[src/rtl/irqc_pkg.sv]
package irqc_pkg;

    typedef enum logic [2:0] {
        WC_NONE,
        WC_CLEAR_ALL,
        WC_DISABLE,
        WC_ENABLE,
        WC_BAD
    } wr_cmd_t;

    typedef enum logic [1:0] {
        RS_NONE,
        RS_COUNT,
        RS_INDEX,
        RS_BAD
    } rd_sel_t;

    localparam int unsigned OFS_COUNT = 'h000;
    localparam int unsigned OFS_INDEX = 'h004;
    localparam int unsigned OFS_CLEAR = 'h008;
    localparam int unsigned OFS_DIS   = 'h00C;
    localparam int unsigned OFS_EN    = 'h010;

endpackage

[src/rtl/irqc_edge.sv]
module irqc_edge #(
    parameter int N = 32
) (
    input  logic         clk,
    input  logic         rst_n,
    input  logic [N-1:0] src,
    output logic [N-1:0] rise,
    output logic [N-1:0] fall
);
    logic [N-1:0] prev_q;

    always_ff @(posedge clk or negedge rst_n) begin
        if (!rst_n) prev_q <= '0;
        else        prev_q <= src;
    end

    assign rise = src & ~prev_q;
    assign fall = ~src & prev_q;
endmodule

[src/rtl/irqc_lowest.sv]
module irqc_lowest #(
    parameter int N  = 32,
    parameter int IW = 5
) (
    input  logic [N-1:0]  vec,
    output logic [IW-1:0] idx
);
    always_comb begin
        idx = '0;
        for (int i = N - 1; i >= 0; i--) begin
            if (vec[i]) idx = IW'(i);
        end
    end
endmodule

[src/rtl/irqc_decode.sv]
module irqc_decode
    import irqc_pkg::*;
#(
    parameter int AW = 12
) (
    input  logic          wen,
    input  logic          ren,
    input  logic [AW-1:0] addr,
    output wr_cmd_t       wr_cmd,
    output rd_sel_t       rd_sel
);
    localparam logic [AW-1:0] A_COUNT = AW'(OFS_COUNT);
    localparam logic [AW-1:0] A_INDEX = AW'(OFS_INDEX);
    localparam logic [AW-1:0] A_CLEAR = AW'(OFS_CLEAR);
    localparam logic [AW-1:0] A_DIS   = AW'(OFS_DIS);
    localparam logic [AW-1:0] A_EN    = AW'(OFS_EN);

    always_comb begin
        wr_cmd = WC_NONE;
        if (wen) begin
            unique case (addr)
                A_CLEAR: wr_cmd = WC_CLEAR_ALL;
                A_DIS:   wr_cmd = WC_DISABLE;
                A_EN:    wr_cmd = WC_ENABLE;
                default: wr_cmd = WC_BAD;
            endcase
        end
    end

    always_comb begin
        rd_sel = RS_NONE;
        if (ren) begin
            unique case (addr)
                A_COUNT: rd_sel = RS_COUNT;
                A_INDEX: rd_sel = RS_INDEX;
                default: rd_sel = RS_BAD;
            endcase
        end
    end
endmodule

[src/rtl/irq_count_ctrl.sv]
module irq_count_ctrl
    import irqc_pkg::*;
#(
    parameter int NSRC = 32,
    parameter int AW   = 12,
    parameter int DW   = 32
) (
    input  logic            clk,
    input  logic            rst_n,
    input  logic [NSRC-1:0] src_in,
    input  logic            bus_wen,
    input  logic            bus_ren,
    input  logic [AW-1:0]   bus_addr,
    input  logic [DW-1:0]   bus_wdata,
    output logic [DW-1:0]   bus_rdata,
    output logic            bus_err,
    output logic            irq_o,
    output logic            fiq_o
);
    localparam int IW = $clog2(NSRC);
    localparam int CW = $clog2(NSRC + 1);

    logic [NSRC-1:0] level_q, level_n;
    logic [NSRC-1:0] en_q, en_n;
    logic [NSRC-1:0] fiq_en_q;
    logic [CW-1:0]   cnt_q, cnt_n;
    logic [NSRC-1:0] rise, fall;
    logic [IW-1:0]   low_idx;
    logic [IW-1:0]   widx;
    logic            widx_ok;
    wr_cmd_t         wr_cmd;
    rd_sel_t         rd_sel;
    logic [DW-1:0]   rd_val;
    logic            bad_acc;
    logic            unused_wdata_hi;

    irqc_edge #(.N(NSRC)) u_edge (
        .clk (clk),
        .rst_n (rst_n),
        .src (src_in),
        .rise (rise),
        .fall (fall)
    );

    irqc_lowest #(.N(NSRC), .IW(IW)) u_low (
        .vec (level_q & en_q),
        .idx (low_idx)
    );

    irqc_decode #(.AW(AW)) u_dec (
        .wen (bus_wen),
        .ren (bus_ren),
        .addr (bus_addr),
        .wr_cmd (wr_cmd),
        .rd_sel (rd_sel)
    );

    assign widx            = bus_wdata[IW-1:0];
    assign widx_ok         = int'(widx) < NSRC;
    assign unused_wdata_hi = ^bus_wdata[DW-1:IW];

    // Edges first, then the decoded command on the result.
    always_comb begin
        level_n = level_q;
        en_n    = en_q;
        cnt_n   = cnt_q;
        for (int i = 0; i < NSRC; i++) begin
            if (rise[i] && !level_n[i]) begin
                level_n[i] = 1'b1;
                if (en_q[i]) cnt_n = cnt_n + 1'b1;
            end else if (fall[i] && level_n[i]) begin
                level_n[i] = 1'b0;
                if (en_q[i]) cnt_n = cnt_n - 1'b1;
            end
        end
        unique case (wr_cmd)
            WC_CLEAR_ALL: begin
                level_n = '0;
                cnt_n   = '0;
            end
            WC_DISABLE: begin
                if (widx_ok && en_n[widx]) begin
                    en_n[widx] = 1'b0;
                    if (level_n[widx]) cnt_n = cnt_n - 1'b1;
                end
            end
            WC_ENABLE: begin
                if (widx_ok && !en_n[widx]) begin
                    en_n[widx] = 1'b1;
                    if (level_n[widx]) cnt_n = cnt_n + 1'b1;
                end
            end
            default: ;
        endcase
    end

    always_comb begin
        unique case (rd_sel)
            RS_COUNT: rd_val = DW'(cnt_q);
            RS_INDEX: rd_val = DW'(low_idx);
            default:  rd_val = '0;
        endcase
    end

    assign bad_acc = (wr_cmd == WC_BAD) || (rd_sel == RS_BAD);

    always_ff @(posedge clk or negedge rst_n) begin
        if (!rst_n) begin
            level_q  <= '0;
            en_q     <= '0;
            fiq_en_q <= '0;
            cnt_q    <= '0;
        end else begin
            level_q  <= level_n;
            en_q     <= en_n;
            fiq_en_q <= fiq_en_q;
            cnt_q    <= cnt_n;
        end
    end

    always_ff @(posedge clk or negedge rst_n) begin
        if (!rst_n) begin
            irq_o     <= 1'b0;
            fiq_o     <= 1'b0;
            bus_rdata <= '0;
            bus_err   <= 1'b0;
        end else begin
            irq_o     <= |(level_q & en_q);
            fiq_o     <= |(level_q & fiq_en_q);
            bus_rdata <= rd_val;
            bus_err   <= bad_acc;
        end
    end
endmodule

[config.mk]
export PLATFORM = sky130hd
export DESIGN_NAME = irq_count_ctrl
export DESIGN_NICKNAME = d
export VERILOG_FILES = /design/src/rtl/irqc_pkg.sv /design/src/rtl/irqc_edge.sv /design/src/rtl/irqc_lowest.sv /design/src/rtl/irqc_decode.sv /design/src/rtl/irq_count_ctrl.sv
export SDC_FILE = /design/constraint.sdc
export NUM_CORES = 1
export LEC_CHECK = 0
export CORE_MARGIN = 2
export CORE_UTILIZATION = 45
export CTS_BUF_LIST = sky130_fd_sc_hd__clkbuf_8
export DETAILED_ROUTE_END_ITERATION = 16
export GPL_ROUTABILITY_DRIVEN = 1
export PLACE_DENSITY = 0.75
export SLEW_MARGIN = 20
export SYNTH_ARGS = -nofsm -noshare
export SYNTH_HDL_FRONTEND = slang
export SYNTH_HIERARCHICAL = 1
export SYNTH_SLANG_ARGS = --single-unit
[constraint.sdc]
create_clock -name clk -period 33.2 [get_ports clk]
set_clock_uncertainty 0.2 [all_clocks]
set_input_delay 8.3 -clock clk [delete_from_list [all_inputs] [get_ports clk]]
set_output_delay 8.3 -clock clk [all_outputs]
set_load 0.01 [all_outputs]
==> reports/metrics.csv, run 1 <==
metric;value;unit
status;finished with violations;
violations;setup timing;
grt_setup_unrepaired;yes;
slew_headroom;0.421;
synth_compound_area_frac;0.150;
final-hold-violation-count;0;
min_period;36.63;ns
synth_fa_ha_area_frac;0.0589;
r2r_start;cnt_q[0];
syn_area;15100;sq um
cp_num_buf_inv;53;
dp_hpwl;32700;um
coreArea;33300;sq um
die_area;35000;sq um
first_global_vias;15000;
cts_buffers;9;
setup_viol;5;
cts_hold_buf;0;
worst_pin_slew;0.846;ns
cts_sinks;110;
cp-end-kind;flip-flop;
synth_top_family_by_area;simple AND/OR/NAND/NOR gates;
die_w;187;um
cellInternalPower;0.00117;W
clockBufferDepth;2;
switching_share;0.416;
ys_types;100;
antenna_found_initial;0;
final_cell_mix;303 x buf_4, 180 x nand2_1, 145 x nor2_1;
maxCapViolCount;0;
power;0.00201;W
cp_slowest_cell;xnor3_2;
powerDensity;103;nW/um^2
htree_levels;3;
ant_nets;0;
crit_fanout;6;
p_leak;8.62;nW
synth_area_leaders;dfrtp_1 18%, xnor2_1 6.0%, ha_1 5.9%;
portBuffers;60;
drive_gt1_frac;0.303;
grt_usage;0.251;
setup_ws;-3.43;ns
fin_crit_sh;1.10;
nets;2331;
fmax;27.3;MHz
cts_tree;yes;
path_clk_slew;0.11;ns
crit_type;input pin to flip-flop;
seq_power_share;0.080;
synth_edf_count;0;
final_area;19500;sq um
crit_top_cell;buf_4;
grt_max_degree;60;
yosysSeqAreaShare;0.183;
stdcell_count;2633;
die_h;187;um
area_delta_synth_final;29.4;%
wirelength;45900;um
startpoint_type;input pin;
io_pins;115;
async_flop_share;1.00;
yosysWarnings;6;
routabilityCongestion;0.918;
vias_per_cell;5.76;
fillers;2781;
netlist.area_leader.share;0.183;
drt-wirelength-per-cell;17.4;um
final_common_cell;buf_4;
synth_cells;1851;
vias;15200;
comb_power_share;0.871;
synth_mux_area_frac;0.0844;
syn-mean-instance-area;8.15;sq um
cts-root-buf;clkbuf_8;
drtIter0Drc;1120;
synth-seq-cells;110;
synth-simple-area-share;0.303;
post-route-drc-count;0;
diodes;0;
ys.flop_type;dfrtp_1;
min_from;cnt_q[5];
r2r-end;cnt_q[5];
arrival;36.73;ns
cp_top_family;compound AO/OA/AOI/OAI gates;
clkLatencyLatePin;0.44;ns
p_switching;0.000834;W
worstPathRequired;33.31;ns
clockPowerShare;0.049;
max_stage_delay;0.47;ns
whs_endpoint;bus_rdata[5];
drv_slew;0;
num_rows;67;
min_path_cells;1;
placed_area;17800;sq um
dr.pass1.iters;6;
ir_worst_vdd;0.000119;V
grt-ovfl-total;0;
grt_pass1_wl;73000;um
hold_class;flip-flop to flip-flop;
start_util;0.453;
reg2regPathDepth;168;
regToRegSetupSlack;4.02;ns
synth_xor_xnor_area_share;0.167;
place_inst;2487;
yosysTopAreaCell;dfrtp_1;
-- metrics by stage --
stage	TNS, ns	utilization	setup WS (ns)	hold WS [ns]
floorplan	-18.33	-	-3.75	0.306
global placement	-17.87	0.536	-3.68	0.344
detailed placement	-20.86	0.536	-4.29	0.344
CTS	-14.09	0.572	-2.91	0.369
global route	-22.45	0.586	-4.56	0.382
finish	-16.63	0.586	-3.43	0.364
-- worst register-to-register path, delay by kind of cell (launching register included) --
kind                     cells  cell delay [ns]
AO/OA/AOI/OAI               51             8.01
AND/OR/NAND/NOR             28             4.42
XOR/XNOR                     8             2.46
adder cells (fa/ha/maj)     21             5.76
buffers and inverters       53             6.37
flip-flops                   1             0.52
multiplexers                 7             1.31
-- kinds of logic after synthesis --
logic type / Yosys count
compound gates: 323
buf+inv: 188
simple gates: 841
other cells: 1
mux: 105
xor+xnor: 212
fa+ha+maj: 71
flops: 110
-- final cells by class --
class | count | area (sq um) | share of cell area
inverters | 112 | 425 | 0.0218
multi-input cells | 1579 | 12600 | 0.647
well taps | 448 | 561 | 0.0287
clock inverters | 6 | 78.8 | 0.00404
clock buffers | 10 | 138 | 0.00705
repair buffers | 368 | 2930 | 0.150
flip-flops and latches | 110 | 2750 | 0.141
-- worst max-delay path by stage --
stage | from | endpoint | cells after the start
2_1_floorplan | src_in[0] | cnt_q[3] | 167
3_3_place_gp | src_in[0] | cnt_q[4] | 161
3_5_place_dp | src_in[0] | cnt_q[4] | 161
4_1_cts | src_in[0] | cnt_q[4] | 162
5_1_grt | src_in[0] | cnt_q[3] | 169
6_report | src_in[0] | cnt_q[5] | 169
-- power by group through the flow --
stage,Combinational (W),Clock (W),Sequential (W)
2_1_floorplan,0.000741,0,0.000156
3_3_place_gp,0.00109,0,0.000162
3_5_place_dp,0.00113,0,0.000162
4_1_cts,0.00152,0.0000991,0.000160
5_1_grt,0.00187,0.000103,0.000163
6_report,0.00175,0.0000978,0.000161
-- cells in the mapped netlist (8+ instances only) --
cell      number
a22oi_1       11
a31oi_1       14
xor2_1        57
xnor3_2        8
o31ai_1       14
nor3b_1       11
and2b_2       64
mux4_2        12
clkbuf_1      41
xnor2_2       17
a21oi_1       55
nor3_1        48
o21ai_1       11
mux2_2        36
or2_2         11
o21a_1         9
a21boi_0      11
xnor3_1       12
nor2_1       152
nand2_1      191
o21ai_0       71
nand3_1       71
xnor2_1      103
nand4_1       30
or3_1         10
and2_1        54
a211oi_1       9
o22a_1         9
nand3b_1      17
nor2b_1       53
mux2i_1       54
ha_1          71
nor4_1        20
nand2b_1      22
o211ai_1      15
buf_4         28
and3_1        39
o41ai_1        8
or4_1         15
inv_1        106
dfrtp_1      110
-- what timing repair did --
item	in CTS	in global routing
endpoints found under the setup margin	5	5
gates resized for setup	52	58
buffers inserted	102	28
pin swaps	81	79
-- per-layer routing --
layer  vias up  wire length (um)  GRT usage
met5         -                 0          0
met4         0              1620     0.0998
met3       113              2850     0.0437
met2       594             22700      0.436
met1      7302             18800      0.309
li1       7169                 -          -
Note: power is estimated with default switching activity, not from simulation.
==> run 2: changes to the inputs <==
Settings changed: CORE_MARGIN 2 to not set.
==> reports/metrics.csv, run 2 (synthesis results as in run 1) <==
metric;value;unit;change
area_delta_synth_final;31.8;%;
crit_top_cell;buf_4;;
cp_slowest_cell;xnor3_2;;
final_area;19900;sq um;+1.9%
slew_headroom;0.402;;-0.0188
cts_tree;yes;;
vias_per_cell;5.85;;+1.4%
r2r-end;cnt_q[5];;
p_leak;8.86;nW;+2.8%
final_cell_mix;348 x buf_4, 180 x nand2_1, 146 x nor2_1;;
arrival;36.76;ns;+0.03 ns
dp_hpwl;32700;um;-0.14%
routabilityCongestion;0.914;;-0.42%
grt_pass1_wl;76300;um;+4.5%
multi_input_area;12700;sq um;+0.18%
cts_sinks;110;;unchanged
placed_area;17800;sq um;about the same
cts_buffers;9;;unchanged
die_area;34200;sq um;-2.1%
worstPathRequired;33.32;ns;about the same
fin_crit_sh;1.10;;about the same
portBuffers;60;;unchanged
final-hold-violation-count;0;;unchanged
die_w;185;um;-1.1%
first_global_vias;15400;;+2.4%
wl_met3;2940;um;+3.0%
drive_gt1_frac;0.315;;+0.0126
crit_fanout;6;;unchanged
violations;setup timing;;
reg2regPathDepth;164;;-2.4%
path_clk_slew;0.13;ns;+0.02 ns
fin_util;0.606;;+0.0200
setup_ws;-3.44;ns;-0.0106 ns
cts_hold_buf;0;;unchanged
post-route-drc-count;0;;unchanged
ant_nets;0;;unchanged
min_path_cells;1;;unchanged
maxCapViolCount;0;;unchanged
min_from;cnt_q[5];;
wirelength;48200;um;+5.0%
regToRegSetupSlack;4.03;ns;about the same
io_pins;115;;unchanged
num_rows;66;;-1.5%
drt-met1-wl;19400;um;+3.3%
cts-root-buf;clkbuf_8;;
drv_slew;0;;unchanged
status;finished with violations;;
htree_levels;3;;unchanged
clkLatencyLatePin;0.44;ns;about the same
whs_endpoint;bus_rdata[5];;
hold_class;flip-flop to flip-flop;;
antenna_found_initial;2;;+2
clockBufferDepth;2;;unchanged
drt-wirelength-per-cell;18.0;um;+3.3%
setup_viol;5;;unchanged
grt_setup_unrepaired;yes;;
max_stage_delay;0.62;ns;+0.15 ns
grt_max_degree;58;;-3.3%
coreArea;32800;sq um;-1.5%
min_period;36.64;ns;+0.0106 ns
grt_usage;0.279;;+0.0281
worst_pin_slew;0.896;ns;+0.0502 ns
grt-ovfl-total;0;;unchanged
startpoint_type;input pin;;
crit_type;input pin to flip-flop;;
drtIter0Drc;1241;;+11%
fmax;27.3;MHz;about the same
fillers;2604;;-6.4%
wl_met2;23500;um;+3.6%
die_h;185;um;-1.1%
cp-end-kind;flip-flop;;
final_common_cell;buf_4;;
start_util;0.460;;+0.00687
r2r_start;cnt_q[1];;
route.top_layer_used;met4;;
dr.pass1.iters;8;;+2
vias;15600;;+3.1%
nets;2377;;+2.0%
powerDensity;106;nW/um^2;+3.4%
regArea;2750;sq um;unchanged
ir_worst_vdd;0.000127;V;+6.2%
run 2: changes by cell type in the layout (fill, tap and decap cells not counted), moves of 3 or more:
cell	previous run	this run
buf_4	303	348
ha_4	27	30
inv_2	20	17
nand2_2	9	6
nand2_4	2	5
nor3_4	4	1
run 2: stage by stage:
stage | std cells | total power (W) | hold slack [ns] | setup slack (ns) | setup TNS (ns)
final | 2675 | 0.00211 | 0.388 | -3.44 | -16.13
after global routing | 2675 | 0.00223 | 0.402 | -4.37 | -21.32
after CTS | 2658 | 0.00186 | 0.389 | -2.46 | -11.88
after detailed placement | 2483 | 0.00129 | 0.360 | -3.99 | -19.67
after global placement | 2483 | 0.00125 | 0.360 | -3.70 | -17.97
after floorplan | 1877 | 0.000897 | 0.306 | -3.75 | -18.33
run 2: worst max-delay path, delay by kind of cell:
kind | cells | cell delay [ns]
AO/OA/AOI/OAI | 43 | 7.34
XOR/XNOR | 9 | 3.03
adder cells (fa/ha/maj) | 19 | 4.86
buffers and inverters | 54 | 6.48
multiplexers | 6 | 1.22
AND/OR/NAND/NOR | 32 | 5.43
run 2: cell type report:
class                   count  area share
diodes                      2    0.000252
clock buffers               9     0.00623
clock inverters             7     0.00434
inverters                 112      0.0214
multi-input cells        1579       0.636
flip-flops and latches    110       0.138
well taps                 442      0.0278
repair buffers            414       0.165
run 2: timing repair:
action                                  CTS  global route
cloned                                    0             0
pin swaps                                53            58
resized for setup                        52            54
buffers inserted                        160            21
endpoints found under the setup margin    5             5
run 2: metal layers:
metal | global-route usage | up-vias
li1 | - | 7274
met1 | 0.333 | 7505
met2 | 0.486 | 697
met3 | 0.0358 | 166
met4 | 0.154 | 0
met5 | 0 | -
run 2: how the worst max path moves through the flow:
stage / startpoint / endpoint / slack [ns] / depth (start not counted)
after floorplan: src_in[0] / cnt_q[3] / -3.75 / 167
after global placement: src_in[0] / cnt_q[4] / -3.70 / 161
after detailed placement: src_in[0] / cnt_q[4] / -3.99 / 161
after CTS: src_in[0] / cnt_q[3] / -2.46 / 185
after global routing: src_in[0] / cnt_q[5] / -4.37 / 163
final: src_in[0] / cnt_q[5] / -3.44 / 163
run 2: report_power, final:
part | switching, W | internal, W
Combinational | 0.000805 | 0.00105
Sequential | 0.0000165 | 0.000145
Clock | 0.0000625 | 0.0000304
==> run 3: changes to the inputs <==
Settings changed: CORE_ASPECT_RATIO set to 0.5, HOLD_SLACK_MARGIN set to 0.05.
==> reports/metrics.csv, run 3 (synthesis results as in run 1) <==
metric;value;unit;change
drt-wirelength-per-cell;17.7;um;-1.5%
clockBufferDepth;2;;unchanged
setup_ws;-3.56;ns;-0.127 ns
regArea;2750;sq um;unchanged
worstPathRequired;33.32;ns;about the same
min_period;36.76;ns;+0.127 ns
cellInternalPower;0.00122;W;-0.45%
vias;15300;;-2.0%
final_area;19600;sq um;-1.3%
comb_power_share;0.873;;-0.007
portBuffers;60;;unchanged
p_switching;0.000871;W;-1.4%
first_global_vias;14600;;-5.3%
startpoint_type;input pin;;
cts_hold_buf;0;;unchanged
slew_headroom;0.148;;-0.254
num_rows;46;;-30%
cp_slowest_cell;xnor3_2;;
drive_gt1_frac;0.304;;-0.0109
regToRegSetupSlack;3.91;ns;-0.12 ns
grt_usage;0.263;;-0.0162
vias_per_cell;5.82;;-0.44%
grt-ovfl-total;0;;unchanged
use_met1;0.345;;+0.0117
drv_slew;0;;unchanged
grt_pass1_wl;73400;um;-3.8%
cts_sinks;110;;unchanged
busiest_layer;met2;;
cp-end-kind;flip-flop;;
crit_top_cell;buf_4;;
coreArea;32300;sq um;-1.5%
start_util;0.467;;+0.00706
use_met2;0.435;;-0.0506
routabilityCongestion;0.954;;+4.4%
maxCapViolCount;0;;unchanged
powerDensity;107;nW/um^2;+0.39%
nets;2345;;-1.3%
crit_type;input pin to flip-flop;;
ir_worst_vdd;0.000106;V;-17%
io_pins;115;;unchanged
arrival;36.89;ns;+0.13 ns
seq_power_share;0.077;;about the same
grt_setup_unrepaired;yes;;
status;finished with violations;;
final-hold-violation-count;0;;unchanged
htree_levels;3;;unchanged
die_w;261;um;+41%
die_area;34300;sq um;+0.13%
fmax;27.2;MHz;-0.35%
fillers;2576;;-1.1%
die_h;131;um;-29%
hold_class;flip-flop to flip-flop;;
clkLatencyLatePin;0.44;ns;about the same
dr.pass1.iters;12;;+4
grt_max_degree;62;;+6.9%
cts_tree;yes;;
switching_share;0.416;;-0.00243
wirelength;46700;um;-3.1%
worst_pin_slew;1.27;ns;+0.370 ns
drtIter0Drc;1407;;+13%
ant_nets;0;;unchanged
cts-root-buf;clkbuf_8;;
placed_area;17900;sq um;+0.25%
final_common_cell;buf_4;;
antenna_found_initial;2;;unchanged
path_clk_slew;0.12;ns;about the same
clockPowerShare;0.050;;+0.006
area_delta_synth_final;30.2;%;
violations;DRC, setup timing;;
max_stage_delay;0.51;ns;-0.11 ns
setup_viol;5;;unchanged
crit_fanout;4;;-2
power;0.00209;W;-0.87%
grt_use_met3;0.0395;;+0.00376
final_cell_mix;318 x buf_4, 178 x nand2_1, 148 x nor2_1;;
cp_num_buf_inv;60;;+11%
post-route-drc-count;2;;+2
fin_crit_sh;1.11;;+0.00383
p_leak;8.74;nW;-1.4%
dp_hpwl;32500;um;-0.52%
cp_top_family;compound AO/OA/AOI/OAI gates;;
cts_buffers;9;;unchanged
multi_input_area;12600;sq um;-0.20%
## run 3: cell types whose count changed in the layout (fill, tap and decap cells not counted), sizes merged
| cell | delta |
|---|---|
| clkbuf | +1 |
| bufinv | +2 |
| buf | -32 |
| clkinv | -4 |
| clkinvlp | +1 |
## run 3: power by group through the flow
stage                     registers (W)  clock network (W)  logic, W
after global placement         0.000162                  0   0.00110
after floorplan                0.000156                  0  0.000741
after detailed placement       0.000162                  0   0.00114
after CTS                      0.000160           0.000105   0.00155
after global routing           0.000163           0.000111   0.00194
final                          0.000161           0.000105   0.00183
## run 3: layout make-up
type	instances	share of cell area
Inverter	112	0.0215
Sequential cell	110	0.140
Antenna cell	2	0.000255
Tap cell	432	0.0275
Timing Repair Buffer	382	0.155
Clock inverter	6	0.00516
Multi-Input combinational cell	1579	0.643
Clock buffer	10	0.00701
## run 3: worst register-to-register path: cells and delay by family, from the launching register on
kind	cells	cell delay (ns)
AO/OA/AOI/OAI	43	7.38
XOR/XNOR	8	2.58
adder cells (fa/ha/maj)	20	5.21
buffers and inverters	60	7.29
flip-flops	1	0.50
multiplexers	5	1.05
AND/OR/NAND/NOR	32	4.96
## run 3: timing repair
item | 4_1_cts | 5_1_grt
setup endpoints to repair | 5 | 5
cloned | 0 | 0
resized for setup | 42 | 57
pin swaps | 77 | 80
buffers inserted | 110 | 26
## run 3: final timing paths
path | cells past startpoint | end | start
max | 168 | cnt_q[5] | src_in[0]
min reg2reg | 1 | flip-flop | flip-flop
max reg2reg | 168 | cnt_q[5] | cnt_q[0]
max in group asynchronous | 2 | asynchronous set/reset pin | rst_n
min in group asynchronous | 1 | u_edge/prev_q[1] | rst_n
min | 1 | flip-flop | flip-flop
## run 3: stage by stage
| step | setup slack (ns) | setup TNS (ns) | util | cells | hold WS [ns] |
|---|---|---|---|---|---|
| 2_1_floorplan | -3.75 | -18.33 | - | 1877 | 0.306 |
| 3_3_place_gp | -3.49 | -17.09 | 0.554 | 2479 | 0.352 |
| 3_5_place_dp | -4.07 | -19.98 | 0.554 | 2479 | 0.359 |
| 4_1_cts | -2.79 | -13.54 | 0.592 | 2605 | 0.388 |
| 5_1_grt | -4.57 | -22.17 | 0.608 | 2633 | 0.402 |
| 6_report | -3.56 | -16.60 | 0.608 | 2633 | 0.392 |
## run 3: layer usage
layer | share of wire | routed length, um | vias to the layer above
met2 | 0.48 | 22200 | 632
met3 | 0.067 | 3130 | 126
met1 | 0.43 | 19900 | 7374
met5 | 0 | 0 | -
li1 | - | - | 7197
met4 | 0.031 | 1450 | 0
